<file path="config.mk">
export PLATFORM = sky130hd
export DESIGN_NAME = flash_byte_seq
export DESIGN_NICKNAME = d
export VERILOG_FILES = /design/src/rtl/flash_byte_seq.sv
export SDC_FILE = /design/constraint.sdc
export NUM_CORES = 1
export LEC_CHECK = 0
export BUFFER_PORTS_ARGS = -buffer_cell sky130_fd_sc_hd__buf_2
export CELL_PAD_IN_SITES_DETAIL_PLACEMENT = 0
export CELL_PAD_IN_SITES_GLOBAL_PLACEMENT = 1
export CORE_ASPECT_RATIO = 1.4
export CORE_UTILIZATION = 29
export DETAILED_ROUTE_END_ITERATION = 6
export PLACE_DENSITY_LB_ADDON = 0.1
export SLEW_MARGIN = 20
export SYNTH_ARGS = -nofsm -noshare
export SYNTH_HDL_FRONTEND = slang
export SYNTH_SLANG_ARGS = --single-unit
</file>
<file path="constraint.sdc">
create_clock -name clk -period 4.8 [get_ports clk]
set_clock_uncertainty 0.05 [all_clocks]
set_input_delay 0.72 -clock clk [delete_from_list [all_inputs] [get_ports clk]]
set_output_delay 0.72 -clock clk [all_outputs]
set_load 0.005 [all_outputs]
</file>
<file path="src/rtl/flash_byte_seq.sv">
module flash_byte_seq #(
  parameter int BYTE_W = 8,
  parameter int WORD_W = 16,
  parameter int FADDR_W = 9
) (
  input  logic              clk,
  input  logic              rst_n,
  input  logic              req_valid,
  input  logic [1:0]        req_op,
  input  logic [BYTE_W-1:0] req_addr,
  input  logic [BYTE_W-1:0] req_wdata,
  input  logic              reprog_busy,
  output logic              busy,
  output logic              done,
  output logic [BYTE_W-1:0] rdata,
  output logic              arr_addr_shift,
  output logic              arr_addr_clk,
  output logic              arr_addr_din,
  output logic              arr_data_shift,
  output logic              arr_data_clk,
  output logic              arr_data_din,
  input  logic              arr_dout,
  output logic              arr_prog,
  output logic              arr_erase,
  output logic              arr_osc_en,
  input  logic              arr_busy
);
  localparam int CNT_W = $clog2(WORD_W) + 1;
  localparam logic [1:0] OP_RD = 2'b00, OP_WR = 2'b01, OP_ER = 2'b10;

  typedef enum logic [2:0] {S_IDLE, S_ADDR, S_RCAP, S_RSH, S_WLD, S_STB, S_WHI, S_WLO} st_t;

  st_t              st;
  logic             ph;
  logic [CNT_W-1:0] cnt;
  logic [WORD_W-1:0] sr;
  logic [1:0]       op_q;
  logic             aclk_q, dclk_q;

  wire op_ok  = (req_op == OP_RD) || ((req_op == OP_WR || req_op == OP_ER) && !reprog_busy);
  wire accept = (st == S_IDLE) && req_valid && op_ok;
  wire dser   = (st == S_RCAP) || (st == S_RSH) || (st == S_WLD);

  always_ff @(posedge clk) begin
    if (!rst_n) begin
      st <= S_IDLE; ph <= 1'b0; cnt <= '0; sr <= '0; op_q <= OP_RD;
      rdata <= '0; done <= 1'b0; aclk_q <= 1'b0; dclk_q <= 1'b0;
    end else begin
      done   <= 1'b0;
      aclk_q <= (st == S_ADDR) && !ph;
      dclk_q <= dser && !ph;
      case (st)
        S_IDLE: begin
          ph <= 1'b0; cnt <= '0;
          if (accept) begin
            op_q <= req_op;
            sr   <= {{(WORD_W-FADDR_W+1){1'b0}}, req_addr} << (WORD_W - FADDR_W);
            st   <= S_ADDR;
          end
        end
        S_ADDR: begin
          ph <= ~ph;
          if (ph) begin
            sr  <= sr << 1;
            cnt <= cnt + 1'b1;
            if (cnt == CNT_W'(FADDR_W - 1)) begin
              cnt <= '0;
              case (op_q)
                OP_RD:   st <= S_RCAP;
                OP_WR:   begin sr <= {req_wdata_q, {(WORD_W-BYTE_W){1'b1}}}; st <= S_WLD; end
                default: st <= S_STB;
              endcase
            end
          end
        end
        S_RCAP: begin
          ph <= ~ph;
          if (ph) st <= S_RSH;
        end
        S_RSH: begin
          ph <= ~ph;
          if (!ph && cnt < CNT_W'(BYTE_W)) rdata <= {rdata[BYTE_W-2:0], arr_dout};
          if (ph) begin
            cnt <= cnt + 1'b1;
            if (cnt == CNT_W'(WORD_W - 1)) begin st <= S_IDLE; done <= 1'b1; end
          end
        end
        S_WLD: begin
          ph <= ~ph;
          if (ph) begin
            sr  <= sr << 1;
            cnt <= cnt + 1'b1;
            if (cnt == CNT_W'(WORD_W - 1)) st <= S_STB;
          end
        end
        S_STB: st <= S_WHI;
        S_WHI: if (arr_busy) st <= S_WLO;
        S_WLO: if (!arr_busy) begin st <= S_IDLE; done <= 1'b1; end
        default: st <= S_IDLE;
      endcase
    end
  end

  logic [BYTE_W-1:0] req_wdata_q;
  always_ff @(posedge clk) begin
    if (!rst_n) req_wdata_q <= '0;
    else if (accept) req_wdata_q <= req_wdata;
  end

  assign busy           = (st != S_IDLE);
  assign arr_osc_en     = busy;
  assign arr_addr_shift = (st == S_ADDR);
  assign arr_addr_clk   = aclk_q;
  assign arr_addr_din   = (st == S_ADDR) && sr[WORD_W-1];
  assign arr_data_shift = (st == S_RSH) || (st == S_WLD);
  assign arr_data_clk   = dclk_q;
  assign arr_data_din   = (st == S_WLD) ? sr[WORD_W-1] : 1'b1;
  assign arr_prog       = (st == S_STB) && (op_q == OP_WR);
  assign arr_erase      = (st == S_STB) && (op_q == OP_ER);

  AST_ACLK_HALF_RATE: assert property (@(posedge clk) disable iff (!rst_n) arr_addr_clk |=> !arr_addr_clk);
  AST_DCLK_HALF_RATE: assert property (@(posedge clk) disable iff (!rst_n) arr_data_clk |=> !arr_data_clk);
  AST_ADIN_STABLE: assert property (@(posedge clk) disable iff (!rst_n) arr_addr_clk |-> $stable(arr_addr_din));
  AST_STROBE_EXCL: assert property (@(posedge clk) disable iff (!rst_n) !(arr_prog && arr_erase));
  AST_STROBE_PULSE: assert property (@(posedge clk) disable iff (!rst_n) (arr_prog || arr_erase) |=> !(arr_prog || arr_erase));
  AST_DONE_PULSE: assert property (@(posedge clk) disable iff (!rst_n) done |=> !done);
  AST_DONE_ENDS_BUSY: assert property (@(posedge clk) disable iff (!rst_n) done |-> !busy && $past(busy));
  AST_GATED_START: assert property (@(posedge clk) disable iff (!rst_n) $rose(busy) && $past(reprog_busy) |-> op_q == OP_RD);
  AST_DONE_AFTER_ARRAY: assert property (@(posedge clk) disable iff (!rst_n) done && op_q != OP_RD |-> $past(!arr_busy));
endmodule

</file>
Yosys cells after proc, flatten, opt, wreduce, memory -nomap -nowiden
Cells that the tools add are included.

Memories: 0. Bits in registers: 46. Bits in latches: 0. Memory bits (read-only): 0. Bits in writable memories: 0.

Shifts and indexed selects: 0. Muxes and demuxes: 28. Reductions and logical operators: 30. Bitwise gates (word level): 1. Multiply operators: 0. $lt $le $gt $ge: 1. Add/subtract/negate cells: 1. Equality and inequality tests: 24. Div/mod/pow operators: 0.

Operators by type and width (count): 2-to-1 mux 16 bit (5); case mux 16 bit (3 select lines) (1); 2-to-1 mux 3 bit (10); case mux 3 bit (8 select lines) (1); 2-to-1 mux 5 bit (3); case mux 5 bit (3 select lines) (1); equality test 3 bit (second input constant) (4); inequality test 2 bit (second input constant) (6); equality test 5 x 4 -> 1 bit (second input constant) (2); inequality test 2 x 1 -> 1 bit (second input constant) (5); AND reduction 10 bit (1); logical AND 1 bit (9); nonzero test 3 bit (3); equality test 3 x 2 -> 1 bit (second input constant) (2); case mux 3 bit (2 select lines) (1); adder 5 x 1 -> 5 bit (second input constant) (1); logical OR 1 bit (5); < comparator 5 x 4 -> 1 bit (second input constant) (1); equality test 2 x 1 -> 1 bit (second input constant) (2); equality test 2 bit (second input constant) (2); logical NOT 2 bit (2); 2-to-1 mux 1 bit (4); case mux 1 bit (2 select lines) (2); AND reduction 2 bit (2); other kinds (9) (10).

Logic depth before layout (Yosys ltp)
Depth in word-level cells: 7. Gate-level depth with buffers: 8. Depth with buffers taken out: 7.

Least setup slack after synthesis
No wires, ideal clock.

Path type: input to register. From: input port req_op[0]. To: register sr[5]. Setup time: 0.119 ns. Cell stages on the path: 7. Required time: 4.631 ns. Path buffers: 1. Slack: 2.645 ns. Arrival: 1.987 ns. Cell sequence: inv_1 > ha_1 > nor2b_1 > o2111ai_1 > nand2b_2 > buf_4 > o221a_2.

Longest elaborated chain between the ends: 7. Elaborated cells between the ends (all ways): 9.

RTL lines: from (decl) (line 9) `input logic [1:0] req_op,`; equality test 2 x 1 -> 1 bit / equality test 2 bit (equally long branches) (line 40) `wire op_ok = (req_op == OP_RD) || ((req_op == OP_WR || req_op == OP_ER) && !reprog_busy);`; logical OR 1 bit (line 40); logical AND 1 bit (line 40); logical OR 1 bit * (line 40); logical AND 1 bit * (line 41) `wire accept = (st == S_IDLE) && req_valid && op_ok;`; inequality test 2 bit (no line) *; AND reduction 4 bit (no line) *; to (signal assigned) (line 57) `sr <= {{(WORD_W-FADDR_W+1){1'b0}}, req_addr} << (WORD_W - FADDR_W);`; to (signal assigned) (line 64) `sr <= sr << 1;`; to (signal assigned) (line 91) `sr <= sr << 1;`; to (decl) (line 36) `logic [WORD_W-1:0] sr;`.

Mark *: on every way between the ends. The rest lies on a longest branch, timed or not. A chain may end at the register's enable or synchronous reset.

Worst setup path in the final report
From: register st[0]. To: output port arr_addr_din.

Longest elaborated chain between the ends: 2.

RTL lines: from (decl) (line 33) `st_t st;`; from (signal assigned) (line 46) `st <= S_IDLE; ph <= 1'b0; cnt <= '0; sr <= '0; op_q <= OP_RD;`; from (signal assigned) (line 58) `st <= S_ADDR;`; from (signal assigned) (line 69) `OP_RD: st <= S_RCAP;`; equality test 3 x 1 -> 1 bit (line 114) `assign arr_addr_din = (st == S_ADDR) && sr[WORD_W-1];`; logical AND 1 bit (line 114); to (decl) (line 18) `output logic arr_addr_din,`.

Every way passes these cells.

==> metrics.yaml <==
yosys:
  synth_fa_ha_area_frac: 0.0208
  yosys-mux-area-fraction: 0.0417
  ys.flop_type: "dfxtp_1"
  seq_area_frac_synth: 0.383
  synth.net_count: 304
  ys_async_sr_fraction: 0
  synth_top_cell_by_area: "dfxtp_1"
  syn_inst: 276
  synth_top_family_by_area: "compound AO/OA/AOI/OAI gates"
  ys_types: 53
  synth-edff-count: 0
  synth.cell_area_um2: 2400
  avgSynthCellArea_um2: 8.70
  synthTopCellsByArea: "dfxtp_1 38%, a21oi_1 4.8%, nand2_1 4.2%, mux2i_1 4.2%, o221a_2 2.8%"
  synth-xor-area-share: 0.00365
  synth-simple-area-share: 0.239
  synth_compound_area_frac: 0.254
  synth_top_area_frac: 0.383
  yosys_warnings: 0
  ys_seq_elements: 46
cts:
  cts_setup_buffers: 0
  cts_tree: "built"
  htree_levels: 2
  post_cts_resized: 0
  numCtsBuffers: 5
  clk_path_buf_depth: 2
  cts_root_buf: "clkbuf_8"
  clkLatencyLatePin_ns: 0.30
  clk_transition_reported_paths_ns: 0.09
  cts_num_sinks: 46
  holdBufCountCts: 0
hold_path:
  hold_path.class: "reg -> reg"
  holdPathStages: 2
cells_and_area:
  layout_common_cells: "46 x dfxtp_1, 42 x buf_2, 27 x nand2_1"
  final_common_cell: "dfxtp_1"
  drive_gt1_frac: 0.219
  antenna_cells: 0
  fin_nets: 333
  synthToLayoutAreaGrowth_pct: 13.6
setup_path:
  slowest_delay_ns: 0.83
  rr_endpoint: "sr[4]"
  endpoint: "arr_addr_din"
  r2r-start: "st[1]"
  cp_max_fo: 19
  path_cells: "nor3b_2 -> and2_1 -> buf_2"
  cp_num_buf_inv: 1
  cp-startpoint: "st[0]"
  cp_data_required_time_ns: 4.03
  critPathLaunchType: "flip-flop"
  crit_cells: 3
  crit_family: "simple AND/OR/NAND/NOR gates"
  r2r_cells: 4
  reg2reg_slack_ns: 2.20
  worstSetupEndpointType: "output pin"
  worst_path_max_delay_cell: "nor3b_2"
  cp.arrival_ns: 2.18
  worstSetupPathType: "reg -> out"
timing:
  worst_slew_pin_slew_ns: 1.02
  period_needed_ns: 2.95
  finalSetupViolCount: 0
  rsz0062_at_grt: "no"
  hold-worst-slack_ns: 0.404
  fin_tns_setup_ns: 0
  slew_headroom: 0.319
  clock.fmax_mhz: 339
  hold_viol: 0
  fin_crit_sh: 0.615
  final_max_slew_viol_count: 0
global_route:
  antenna_found_initial: 0
  grt.met2_usage: 0.258
  grt_max_degree: 31
  grt_use_met1: 0.196
  grt_pass1_vias: 1995
  grt.busiest_layer: "met2"
  grt_pass1_wl_um: 10200
  grt-ovfl-total: 0
  grtUsageMet3: 0.0324
  grtUsageTotal: 0.154
job:
  cap_violations: 0
pwr:
  powerDensity_nw_per_um2: 280
  vdd_ir_drop_max_mv: 0.114
  p_leak_nw: 1.11
drt:
  via_count: 2146
  wire_per_inst_um: 15.7
  drt_iter0_markers: 229
  via_per_inst: 5.29
  antenna_left: 0
  drc: 0
  first_pass_iters: 5
  routed_wl_um: 6390
placed_design:
  portBuffers: 42
  gp_congestion: 0.723
  dp_hpwl_um: 4490
floorplan:
  initial_core_util: 0.304
  fp-row-count: 38
  ios: 43
  die-area_um2: 8660
  core_area_um2: 7890
  die_w_um: 78.9
  die_height_um: 110
outcome:
  status: "finished, final reports clean"
[cell type report]
class	instances	area (µm²)
clock buffer	7	86.3
sequential	46	921
multi-input combinational	200	1340
inverter	9	33.8
timing repair buffer	43	218
clock inverter	1	5.00
tap	100	125
fill	891	5160
[layer usage]
layer  vias to the layer above  wire length (µm)
met2                        50              3160
met3                         6               266
met5                         -                 0
met1                      1018              2880
li1                       1072                 -
met4                         0                76
[flip-flops by register name (all words and copies together), names as in the netlist]
register,cells
op_q,2
arr_data_clk,1
ph,1
sr,16
rdata,8
st,3
cnt,5
done,1
req_wdata_q,8
arr_addr_clk,1
[worst reg2reg max path: stages (launching register included)]
cell and delay [ns]:
dfxtp_1 0.82, inv_1 0.43, o2111a_1 0.51, a211oi_4 0.47
o221a_2 0.27
[where the power goes]
| group | leakage, nW | total [W] | switching (W) | internal (W) |
|---|---|---|---|---|
| clock network | 0.0482 | 0.000248 | 0.000131 | 0.000116 |
| registers | 0.375 | 0.000417 | 0.0000168 | 0.000400 |
| logic | 0.689 | 0.0000992 | 0.0000550 | 0.0000442 |
[cell families after synthesis]
kind of cell    count (synthesis)
compound gates                 81
xor+xnor                        1
fa+ha+maj                       4
buf+inv                        30
flops                          46
mux                            10
simple gates                  104
[synthesized netlist by cell type, types with 2 or more instances]
cell,count
nor3_1,12
nand2_1,27
a32o_1,6
o211ai_1,4
clkbuf_1,8
and4_1,7
o221a_2,6
o21a_1,4
nor4b_1,2
or2_2,2
buf_2,7
nor2_1,16
buf_4,5
o21ai_0,7
nand3_1,2
nand2b_1,7
a311oi_1,7
ha_1,4
a21oi_1,23
nor2b_1,5
dfxtp_1,46
and2_1,8
or3_1,4
a31oi_1,10
and3_1,2
inv_1,9
mux2i_1,10
[worst min-delay path by stage]
stage,endpoint,startpoint
floorplan,req_wdata_q[7],req_wdata_q[7]
global placement,req_wdata_q[6],req_wdata_q[6]
detailed placement,req_wdata_q[7],req_wdata_q[7]
CTS,req_wdata_q[7],req_wdata_q[7]
global route,req_wdata_q[7],req_wdata_q[7]
finish,req_wdata_q[7],req_wdata_q[7]
[metrics by stage]
step                      power (W)  instances  setup slack (ns)  area (µm²)   util
after floorplan            0.000495        276              2.64        2400      -
after global placement     0.000526        398              2.17        2640  0.334
after detailed placement   0.000526        398              2.13        2640  0.334
after CTS                  0.000777        406              1.88        2730  0.346
after global routing       0.000811        406              1.71        2730  0.346
final                      0.000764        406              1.85        2730  0.346
(Power assumes the default switching activity.)
